`src/rtl/lir_pkg.sv`:
```
package lir_pkg;
  localparam int unsigned DEF_NUM_TIMERS = 4;
  localparam int unsigned DEF_NUM_LINES  = 24;
  localparam int unsigned DEF_ROUTE_W    = 5;
  localparam int unsigned DEF_T0_LINE    = 0;
  localparam int unsigned DEF_T1_LINE    = 8;
  localparam int unsigned DEF_RTC_LINE   = 8;
endpackage

```
`src/rtl/lir_cfg_ctrl.sv`:
```
module lir_cfg_ctrl (
  input  logic clk_i,
  input  logic rst_ni,
  input  logic cfg_we_i,
  input  logic cfg_legacy_i,
  output logic legacy_d_o,
  output logic legacy_q_o,
  output logic pit_disable_o,
  output logic pit_enable_o
);
  logic legacy_q, dis_q, en_q;
  logic rise, fall;

  assign legacy_d_o = cfg_we_i ? cfg_legacy_i : legacy_q;
  // compare old and new value, not the strobe
  assign rise = cfg_we_i &  cfg_legacy_i & ~legacy_q;
  assign fall = cfg_we_i & ~cfg_legacy_i &  legacy_q;

  always_ff @(posedge clk_i or negedge rst_ni) begin
    if (!rst_ni) begin
      legacy_q <= 1'b0;
      dis_q    <= 1'b0;
      en_q     <= 1'b0;
    end else begin
      legacy_q <= legacy_d_o;
      dis_q    <= rise;
      en_q     <= fall;
    end
  end

  assign legacy_q_o    = legacy_q;
  assign pit_disable_o = dis_q;
  assign pit_enable_o  = en_q;

  a_r7_disable_strobe: assert property (@(posedge clk_i) disable iff (!rst_ni)
    (cfg_we_i && cfg_legacy_i && !legacy_q_o) |=> (pit_disable_o && legacy_q_o));
  a_r8_enable_strobe: assert property (@(posedge clk_i) disable iff (!rst_ni)
    (cfg_we_i && !cfg_legacy_i && legacy_q_o) |=> (pit_enable_o && !legacy_q_o));
  a_r9_no_strobe: assert property (@(posedge clk_i) disable iff (!rst_ni)
    (!cfg_we_i || (cfg_legacy_i == legacy_q_o)) |=> (!pit_disable_o && !pit_enable_o && $stable(legacy_q_o)));
  a_r7_strobe_excl: assert property (@(posedge clk_i) disable iff (!rst_ni)
    $onehot0({pit_disable_o, pit_enable_o}));
endmodule

```
`src/rtl/lir_route_matrix.sv`:
```
module lir_route_matrix #(
  parameter int unsigned NUM_TIMERS = lir_pkg::DEF_NUM_TIMERS,
  parameter int unsigned NUM_LINES  = lir_pkg::DEF_NUM_LINES,
  parameter int unsigned ROUTE_W    = lir_pkg::DEF_ROUTE_W,
  parameter int unsigned T0_LINE    = lir_pkg::DEF_T0_LINE,
  parameter int unsigned T1_LINE    = lir_pkg::DEF_T1_LINE
) (
  input  logic                          legacy_i,
  input  logic [NUM_TIMERS-1:0]         tmr_irq_i,
  input  logic [NUM_TIMERS*ROUTE_W-1:0] tmr_route_i,
  output logic [NUM_LINES-1:0]          lines_o
);
  logic [NUM_LINES-1:0] hit [NUM_TIMERS];

  for (genvar t = 0; t < NUM_TIMERS; t++) begin : g_tmr
    logic [ROUTE_W-1:0] sel;
    if (t == 0) begin : g_fix0
      assign sel = legacy_i ? ROUTE_W'(T0_LINE) : tmr_route_i[t*ROUTE_W +: ROUTE_W];
    end else if (t == 1) begin : g_fix1
      assign sel = legacy_i ? ROUTE_W'(T1_LINE) : tmr_route_i[t*ROUTE_W +: ROUTE_W];
    end else begin : g_free
      assign sel = tmr_route_i[t*ROUTE_W +: ROUTE_W];
    end
    always_comb begin
      hit[t] = '0;
      for (int l = 0; l < NUM_LINES; l++) begin
        if (tmr_irq_i[t] && (32'(sel) == l)) hit[t][l] = 1'b1;
      end
    end
  end

  always_comb begin
    lines_o = '0;
    for (int t = 0; t < NUM_TIMERS; t++) lines_o |= hit[t];
  end
endmodule

```
`src/rtl/lir_rtc_gate.sv`:
```
module lir_rtc_gate (
  input  logic clk_i,
  input  logic rst_ni,
  input  logic rtc_level_i,
  input  logic legacy_q_i,
  output logic rtc_stored_o,
  output logic rtc_line_o
);
  logic rtc_q;

  // level is recorded in every mode, so leaving legacy mode replays it
  always_ff @(posedge clk_i or negedge rst_ni) begin
    if (!rst_ni) rtc_q <= 1'b0;
    else         rtc_q <= rtc_level_i;
  end

  assign rtc_stored_o = rtc_q;
  assign rtc_line_o   = rtc_q & ~legacy_q_i;
endmodule

```
`src/rtl/legacy_irq_router.sv`:
```
module legacy_irq_router #(
  parameter int unsigned NUM_TIMERS = lir_pkg::DEF_NUM_TIMERS,
  parameter int unsigned NUM_LINES  = lir_pkg::DEF_NUM_LINES,
  parameter int unsigned ROUTE_W    = lir_pkg::DEF_ROUTE_W,
  parameter int unsigned T0_LINE    = lir_pkg::DEF_T0_LINE,
  parameter int unsigned T1_LINE    = lir_pkg::DEF_T1_LINE,
  parameter int unsigned RTC_LINE   = lir_pkg::DEF_RTC_LINE
) (
  input  logic                          clk_i,
  input  logic                          rst_ni,
  input  logic                          cfg_we_i,
  input  logic                          cfg_legacy_i,
  input  logic [NUM_TIMERS-1:0]         tmr_irq_i,
  input  logic [NUM_TIMERS*ROUTE_W-1:0] tmr_route_i,
  input  logic                          rtc_level_i,
  output logic [NUM_LINES-1:0]          irq_o,
  output logic                          legacy_o,
  output logic                          rtc_masked_o,
  output logic                          pit_disable_o,
  output logic                          pit_enable_o
);
  localparam logic [NUM_LINES-1:0] RTC_MASK = NUM_LINES'(1) << RTC_LINE;

  logic                 legacy_d, legacy_q;
  logic                 rtc_stored, rtc_line;
  logic [NUM_LINES-1:0] tmr_lines_d, tmr_lines_q;

  lir_cfg_ctrl i_cfg (
    .clk_i, .rst_ni, .cfg_we_i, .cfg_legacy_i,
    .legacy_d_o    (legacy_d),
    .legacy_q_o    (legacy_q),
    .pit_disable_o (pit_disable_o),
    .pit_enable_o  (pit_enable_o)
  );

  lir_route_matrix #(
    .NUM_TIMERS (NUM_TIMERS), .NUM_LINES (NUM_LINES), .ROUTE_W (ROUTE_W),
    .T0_LINE (T0_LINE), .T1_LINE (T1_LINE)
  ) i_matrix (
    .legacy_i    (legacy_d),
    .tmr_irq_i   (tmr_irq_i),
    .tmr_route_i (tmr_route_i),
    .lines_o     (tmr_lines_d)
  );

  lir_rtc_gate i_rtc (
    .clk_i, .rst_ni, .rtc_level_i,
    .legacy_q_i   (legacy_q),
    .rtc_stored_o (rtc_stored),
    .rtc_line_o   (rtc_line)
  );

  always_ff @(posedge clk_i or negedge rst_ni) begin
    if (!rst_ni) tmr_lines_q <= '0;
    else         tmr_lines_q <= tmr_lines_d;
  end

  assign irq_o        = tmr_lines_q | (rtc_line ? RTC_MASK : '0);
  assign legacy_o     = legacy_q;
  assign rtc_masked_o = legacy_q;

  a_r1_t0_fixed: assert property (@(posedge clk_i) disable iff (!rst_ni)
    (legacy_d && tmr_irq_i[0]) |=> irq_o[T0_LINE]);
  if (NUM_TIMERS > 1) begin : g_t1_chk
    a_r2_t1_fixed: assert property (@(posedge clk_i) disable iff (!rst_ni)
      (legacy_d && tmr_irq_i[1]) |=> irq_o[T1_LINE]);
  end
  a_r6_rtc_blocked: assert property (@(posedge clk_i) disable iff (!rst_ni)
    (legacy_o && !tmr_lines_q[RTC_LINE]) |-> !irq_o[RTC_LINE]);
  a_r5_rtc_follow: assert property (@(posedge clk_i) disable iff (!rst_ni)
    (!legacy_o && !tmr_lines_q[RTC_LINE]) |-> (irq_o[RTC_LINE] == rtc_stored));
  a_r5_rtc_recorded: assert property (@(posedge clk_i) disable iff (!rst_ni)
    1'b1 |=> (rtc_stored == $past(rtc_level_i)));
  a_r11_reset_idle: assert property (@(posedge clk_i)
    !rst_ni |-> (irq_o == '0 && !legacy_o && !pit_disable_o && !pit_enable_o));
endmodule

```
`config.mk`:
```
export PLATFORM = sky130hd
export DESIGN_NAME = legacy_irq_router
export DESIGN_NICKNAME = d
export VERILOG_FILES = /design/src/rtl/lir_pkg.sv /design/src/rtl/lir_cfg_ctrl.sv /design/src/rtl/lir_route_matrix.sv /design/src/rtl/lir_rtc_gate.sv /design/src/rtl/legacy_irq_router.sv
export SDC_FILE = /design/constraint.sdc
export NUM_CORES = 1
export LEC_CHECK = 0
export ABC_AREA = 1
export BUFFER_PORTS_ARGS = -buffer_cell sky130_fd_sc_hd__buf_2
export CAP_MARGIN = 25
export CORE_ASPECT_RATIO = 0.7
export CORE_MARGIN = 3
export CORE_UTILIZATION = 47
export CTS_CLUSTER_DIAMETER = 100
export CTS_CLUSTER_SIZE = 16
export DETAILED_ROUTE_END_ITERATION = 6
export PLACE_DENSITY = 0.73
export SETUP_SLACK_MARGIN = 0.05
export SLEW_MARGIN = 20
export SYNTH_ARGS = -nofsm -noshare
export SYNTH_HDL_FRONTEND = slang
export SYNTH_SLANG_ARGS = --single-unit
export TNS_END_PERCENT = 5
```
`constraint.sdc`:
```
create_clock -name clk_i -period 1.2 [get_ports clk_i]
set_input_delay 0.3 -clock clk_i [delete_from_list [all_inputs] [get_ports clk_i]]
set_output_delay 0.3 -clock clk_i [all_outputs]
set_load 0.01 [all_outputs]
```
==> results of run 1 <==
-- critical path: stages, from the launching register on --
cell and delay (ps):
dfrtp_2 390, inv_2 50, buf_6 110, a21o_1 140, buf_2 130
-- per-layer routing --
layer  track usage  up-vias  routed length (um)
met1         0.333     1130                2670
met2         0.329      134                2830
li1              -     1127                   -
met5             0        -                   0
met3        0.0646       10                 747
met4        0.0486        0                  68
-- flip-flops by register name (all words and copies together), names as in the netlist --
register	cells
i_cfg.legacy_q_o	1
i_rtc.rtc_stored_o	1
i_cfg.pit_disable_o	1
tmr_lines_q	24
i_cfg.pit_enable_o	1
-- timing repair --
| item | in CTS | in global routing |
|---|---|---|
| gates resized for setup | 10 | 8 |
| gates cloned | 0 | 0 |
| buffers inserted | 2 | 0 |
| setup endpoints to repair | 27 | 28 |
| hold buffers | 0 | 0 |
| pin swaps | 4 | 1 |
-- stage by stage --
step                TNS (ps)  utilization  hold WS (ps)  instance area, um^2
floorplan                  0            -          4.41                 2160
global route           -5320        0.620          33.9                 2580
detailed placement     -3750        0.581           319                 2420
global placement       -3150        0.581           319                 2420
finish                 -3840        0.620        -0.582                 2580
CTS                    -2680        0.611          11.6                 2540
-- cell type report --
| class | instances | area share |
|---|---|---|
| Clock buffer | 3 | 0.0160 |
| Clock inverter | 1 | 0.0116 |
| Inverter | 61 | 0.0897 |
| Multi-Input combinational cell | 220 | 0.413 |
| Sequential cell | 28 | 0.272 |
| Tap cell | 52 | 0.0252 |
| Timing Repair Buffer | 75 | 0.173 |
-- where the power goes --
group,switching (mW),internal (mW),total (mW)
sequential,0.0146,0.986,1.00
combinational,0.376,0.205,0.582
clock,0.297,0.447,0.744
-- cell families after synthesis --
| group | Yosys count | synth area share |
|---|---|---|
| AO/OA/AOI/OAI | 8 | 0.0214 |
| buffers and inverters | 89 | 0.207 |
| flip-flops | 28 | 0.324 |
| AND/OR/NAND/NOR | 212 | 0.447 |
-- worst max-delay path by stage --
stage | from | endpoint | cells past startpoint
2_1_floorplan | i_cfg.legacy_q_o | tmr_lines_q[8] | 6
3_3_place_gp | cfg_we_i | tmr_lines_q[4] | 6
3_5_place_dp | cfg_we_i | tmr_lines_q[4] | 6
4_1_cts | i_cfg.legacy_q_o | legacy_o | 3
5_1_grt | i_cfg.legacy_q_o | irq_o[8] | 4
6_report | i_cfg.legacy_q_o | irq_o[8] | 4
-- cell usage in the layout (no fill, tap or decap), types with 2 or more instances in the layout --
master    instances
nand2_1          92
nand3_1          62
inv_1            58
buf_2            54
dfrtp_1          27
nor2_1           25
buf_4            16
nand4_1          11
nor2_2            8
buf_6             5
nor2_4            4
o21ai_0           4
nand2_2           3
nand3_2           3
clkbuf_8          3
inv_2             2
o21ai_1           2
==> impl_results.md, run 1 <==
* Status: finished, violations left
* Violated checks: negative hold slack, negative setup slack
* Async set or reset register ratio after synthesis at 1.00
* Vias after detailed routing at 2401
* Buffer cell driving the clock tree root: clkbuf_8
* Synth Cell Area at 2160 um^2
* Total global routing overflow at 0
* Antenna-violating nets left at 0
* Slew at the pin with the worst max-slew slack at ~540 ps
* Post-CTS clock slew at the launch and capture registers of the worst setup and hold paths at 100 ps
* Depth of the CTS H-tree at 1
* Width of the chip at 87.1 um
* Number of optimization iterations in the first detailed-route pass at 5
* Total number of nets in the final design at between 400 and 500
* Floorplan die area at 5460 um^2
* Number of antenna violations at the first check in global routing at 0
* Nature of the critical path endpoint: output pin
* Largest voltage drop on the vdd net at 614 uV
* Total clock sinks at 28
* Prevailing post-synth register cell: dfrtp_1
* Initial core utilization at 0.520
* Share of the clock period used by the worst path after layout at 1.16
* Static Leakage at 1.53 nW
* Number of design-rule violations left by the first detailed-router iteration at 255
* Min Tclk post-route at 1400 ps
* GPL Wtd Cong at slightly below 1
* Post-Synthesis Mean Instance Area at 6.42 um^2
* EDFF count, synth at 0
* Yosys warns at 0
* Vias per cell at approximately 5.5
* Upper clock frequency limit at 0.717 GHz
* Footprint of the multi-input gates at 1060 um^2
* Net count after synthesis at 366
* Critical path peak fanout at 3
* Maximum number of pins on one net before global-route repair at 29
* Max capacitance violation total at 0
* Filler instances at 371
* Post-Synthesis Cells at 337
* Clock tree from TritonCTS: yes
* Top-count cell post-synth: nand2_1
* Drt wl/cell at 14.3 um
* Register cell area after layout at about 700 um^2
* Biggest area consumer among synthesized cells: dfrtp_1
* Standard-cell rows at 19
* Final cell count without fillers at 440
* Arrival time of data at the critical path endpoint at 1100 ps
* Post-DP HPWL at approximately 4.8 mm
* Post-route setup slack at -195 ps
* Dominant cells by area after synthesis: dfrtp_1 (32%), nand2_1 (16%), nand3_1 (15%), inv_1 (10%), buf_4 (8.3%)
* Most frequent cells after synthesis: nand2_1 (93), nand3_1 (63), inv_1 (59), dfrtp_1 (28), nor2_1 (28)
* First-pass GRT wire length at 9.96 mm
* Class of the most critical setup path: flop to output pin
* Share of Yosys cell area claimed by the top area cell type at 0.324
* Setup repair after global routing missed its margin: true
* Sequential-to-total area share from yosys stat at 0.324
* Chip height at 62.7 um
* Final setup violation count at 27
* Distinct cell type count of the synthesized netlist at 20
* Latest clock arrival within the worst-skew pair at 280 ps
* Required arrival time at the worst endpoint at approximately 900 ps
* Hold Vio Cnt, Final at 2
* Total core area at about 4200 um^2
* Total chip power at 2.33 mW
* DR DRC count at 0
* Logic depth of the worst register-to-register path at 6
* Ratio of total power to cell area at 901 nW/um^2
* Worst reg2reg setup slack at -180 ps
* Aggregate global-route resource usage at 0.227
* Fraction of layout cells with a size suffix above 1 at 0.271
* Clock tree buffer depth at 2
* Antenna diode count at 0
* Area grow syn2layout at 19.4%
* Worst-case setup slack after placement at -200 ps
* Input/output buffers at 56
* Count of state elements after synthesis at 28
* Number of global-route vias before repair at 2161
* Hold Worst Slack at -0.582 ps
* Total Routed Length at roughly 6.3 mm
* Number of buffers added by the clock tree synthesis step at 3
* R2r endpoint: tmr_lines_q[22]
* Worst slew margin at 0.635
* Worst Skew at 4.93 ps
* Count of placed standard cells including taps at 434
* Count of pins on the block boundary at 57
* Worst R2R Start: i_cfg.legacy_q_o
* Slew Viols, Final at 0
* Type of origin of the critical path: flop
* Worst min-delay path class: primary input to asynchronous set/reset pin
(Power assumes the default switching activity.)
==> run 2: changes to the inputs <==
MAX_ROUTING_LAYER = met4   (was default)
==> run 2 against run 1 <==
The flow finishes with violations (negative setup slack); register-to-register slack better by 60 ps; utilization grew 1.0 points; non-clock buffer count increased by 7; maximum frequency rose by 1.3%; combinational power barely moved; critical path depth unchanged; final area grew 1.6%; sequential share of layout area is 0.44 points lower; final cell count increased by 1.6%; clock skew barely moved.
==> impl_results.md, run 2 (synthesis gave the netlist of run 1 again) <==
* Total clock sinks at 28
* Type of origin of the critical path: flop
* Class of the most critical setup path: flop to output pin
* Latest clock arrival within the worst-skew pair at ~280 ps
* First-pass GRT wire length at 9.38 mm
* Total chip power at 2.32 mW
* Fraction of layout cells with a size suffix above 1 at 0.273
* Drt wl/cell at 12.8 um
* Clock tree from TritonCTS: yes
* Slew Viols, Final at 0
* Min Tclk post-route at 1380 ps
* Final setup violation count at 27
* Clock tree buffer depth at 2
* Width of the chip at 87.1 um
* Highest-count cells in the layout ignoring fill and taps: nand2_1 (93), nand3_1 (62), inv_1 (58)
* Floorplan die area at 5460 um^2
* Setup repair after global routing missed its margin: true
* GR Layer Usage met1 at 0.327
* Total core area at 4160 um^2
* Initial core utilization at 0.520
* Vias after detailed routing at 2312
* Register with the highest flop count: tmr_lines_q
* Required arrival time at the worst endpoint at 900 ps
* Nature of the critical path endpoint: output pin
* Number of design-rule violations left by the first detailed-router iteration at 152
* Post-route setup slack at -177 ps
* Antenna-violating nets left at 0
* Area grow syn2layout at 21.4%
* Violated checks: negative setup slack
* Largest voltage drop on the vdd net at roughly 880 uV
* Max capacitance violation total at 0
* Met2 track utilization from global routing at 0.305
* Placement-stage cell area at about 2500 um^2
* Worst-case setup slack after placement at -180 ps
* Post-CTS clock slew at the launch and capture registers of the worst setup and hold paths at 90 ps
* Ratio of total power to cell area at 885 nW/um^2
* Share of the clock period used by the worst path after layout at 1.15
* Total number of nets in the final design at 425
* Most Used Layer, Global Route: met1
* Chip height at 62.7 um
* GPL Wtd Cong at 1.01
* Critical path peak fanout at 2
* Worst min-delay path class: primary input to flop
* Total global routing overflow at 0
* TNS Setup at -2450 ps
* Arrival time of data at the critical path endpoint at 1080 ps
* Flip-flop count of the largest register, all copies and words added at 24
* Vias per cell at around 5.2
* Input/output buffers at 56
* Worst slew margin at 0.638
* Standard-cell rows at 19
* Status: finished, violations left
* Number of antenna violations at the first check in global routing at 0
* Met3 usage in global routing at 0.0685
* Post-DP HPWL at 4.64 mm
* Maximum number of pins on one net before global-route repair at 29
* Antenna diode count at 0
* Most frequent standard cell in the layout excluding fill and tap cells: nand2_1
* DR DRC count at 0
* Static Leakage at 1.57 nW
* Worst Skew at approximately 5.2 ps
* Number of global-route vias before repair at 2058
* Hold Vio Cnt, Final at 0
* Design Area, Final at about 2600 um^2
* Total Routed Length at ~5.7 mm
* Depth of the CTS H-tree at 1
* Number of buffers added by the clock tree synthesis step at 3
* Count of pins on the block boundary at 57
* Aggregate global-route resource usage at 0.222
* Number of optimization iterations in the first detailed-route pass at 5
* Buffer cell driving the clock tree root: clkbuf_8
* Slew at the pin with the worst max-slew slack at 539 ps
* Upper clock frequency limit at 0.726 GHz
-- run 2: stage by stage --
stage,cells,hold slack (ps),utilization
finish,447,126,0.631
global route,447,117,0.631
CTS,447,125,0.619
detailed placement,441,257,0.597
global placement,441,256,0.597
floorplan,337,4.41,-
-- run 2: what timing repair did --
item / 4_1_cts / 5_1_grt
pin swaps: 4 / 6
endpoints found under the hold margin: 28 / 0
hold buffers: 1 / 0
setup endpoints to repair: 27 / 28
gates resized for setup: 1 / 12
buffers inserted: 1 / 0
-- run 2: layout make-up --
type	instances	area [um^2]
fillers	390	1540
multi-input cells	220	1040
flip-flops and latches	28	702
repair buffers	82	514
inverters	61	231
well taps	52	65.1
clock buffers	3	41.3
clock inverters	1	30.0
-- run 2: critical path, stage by stage (launching register included) --
cell	delay (ps)
dfrtp_2	390
inv_2	40
buf_6	100
a21o_1	140
buf_2	130
-- run 2: path summary, 6_finish.rpt --
kind	start	endpoint	slack, ps	cells after the start
min in group asynchronous	rst_ni	tmr_lines_q[1]	480	3
min reg2reg	i_cfg.legacy_q_o	i_cfg.pit_enable_o	640	3
max reg2reg	i_cfg.legacy_q_o	tmr_lines_q[14]	-120	8
min	rtc_level_i	i_rtc.rtc_stored_o	130	1
max in group asynchronous	rst_ni	i_cfg.legacy_q_o	540	3
max	i_cfg.legacy_q_o	irq_o[8]	-180	4
-- run 2: per-layer routing --
layer  share of wire  wire (um)
met1            0.45       2600
met5               0          0
met4          0.0047         27
met2            0.43       2440
met3            0.11        656
-- run 2: where the power goes --
group,switching (mW),internal (mW)
clock network,0.294,0.447
logic,0.360,0.222
registers,0.0134,0.986
total,0.668,1.66
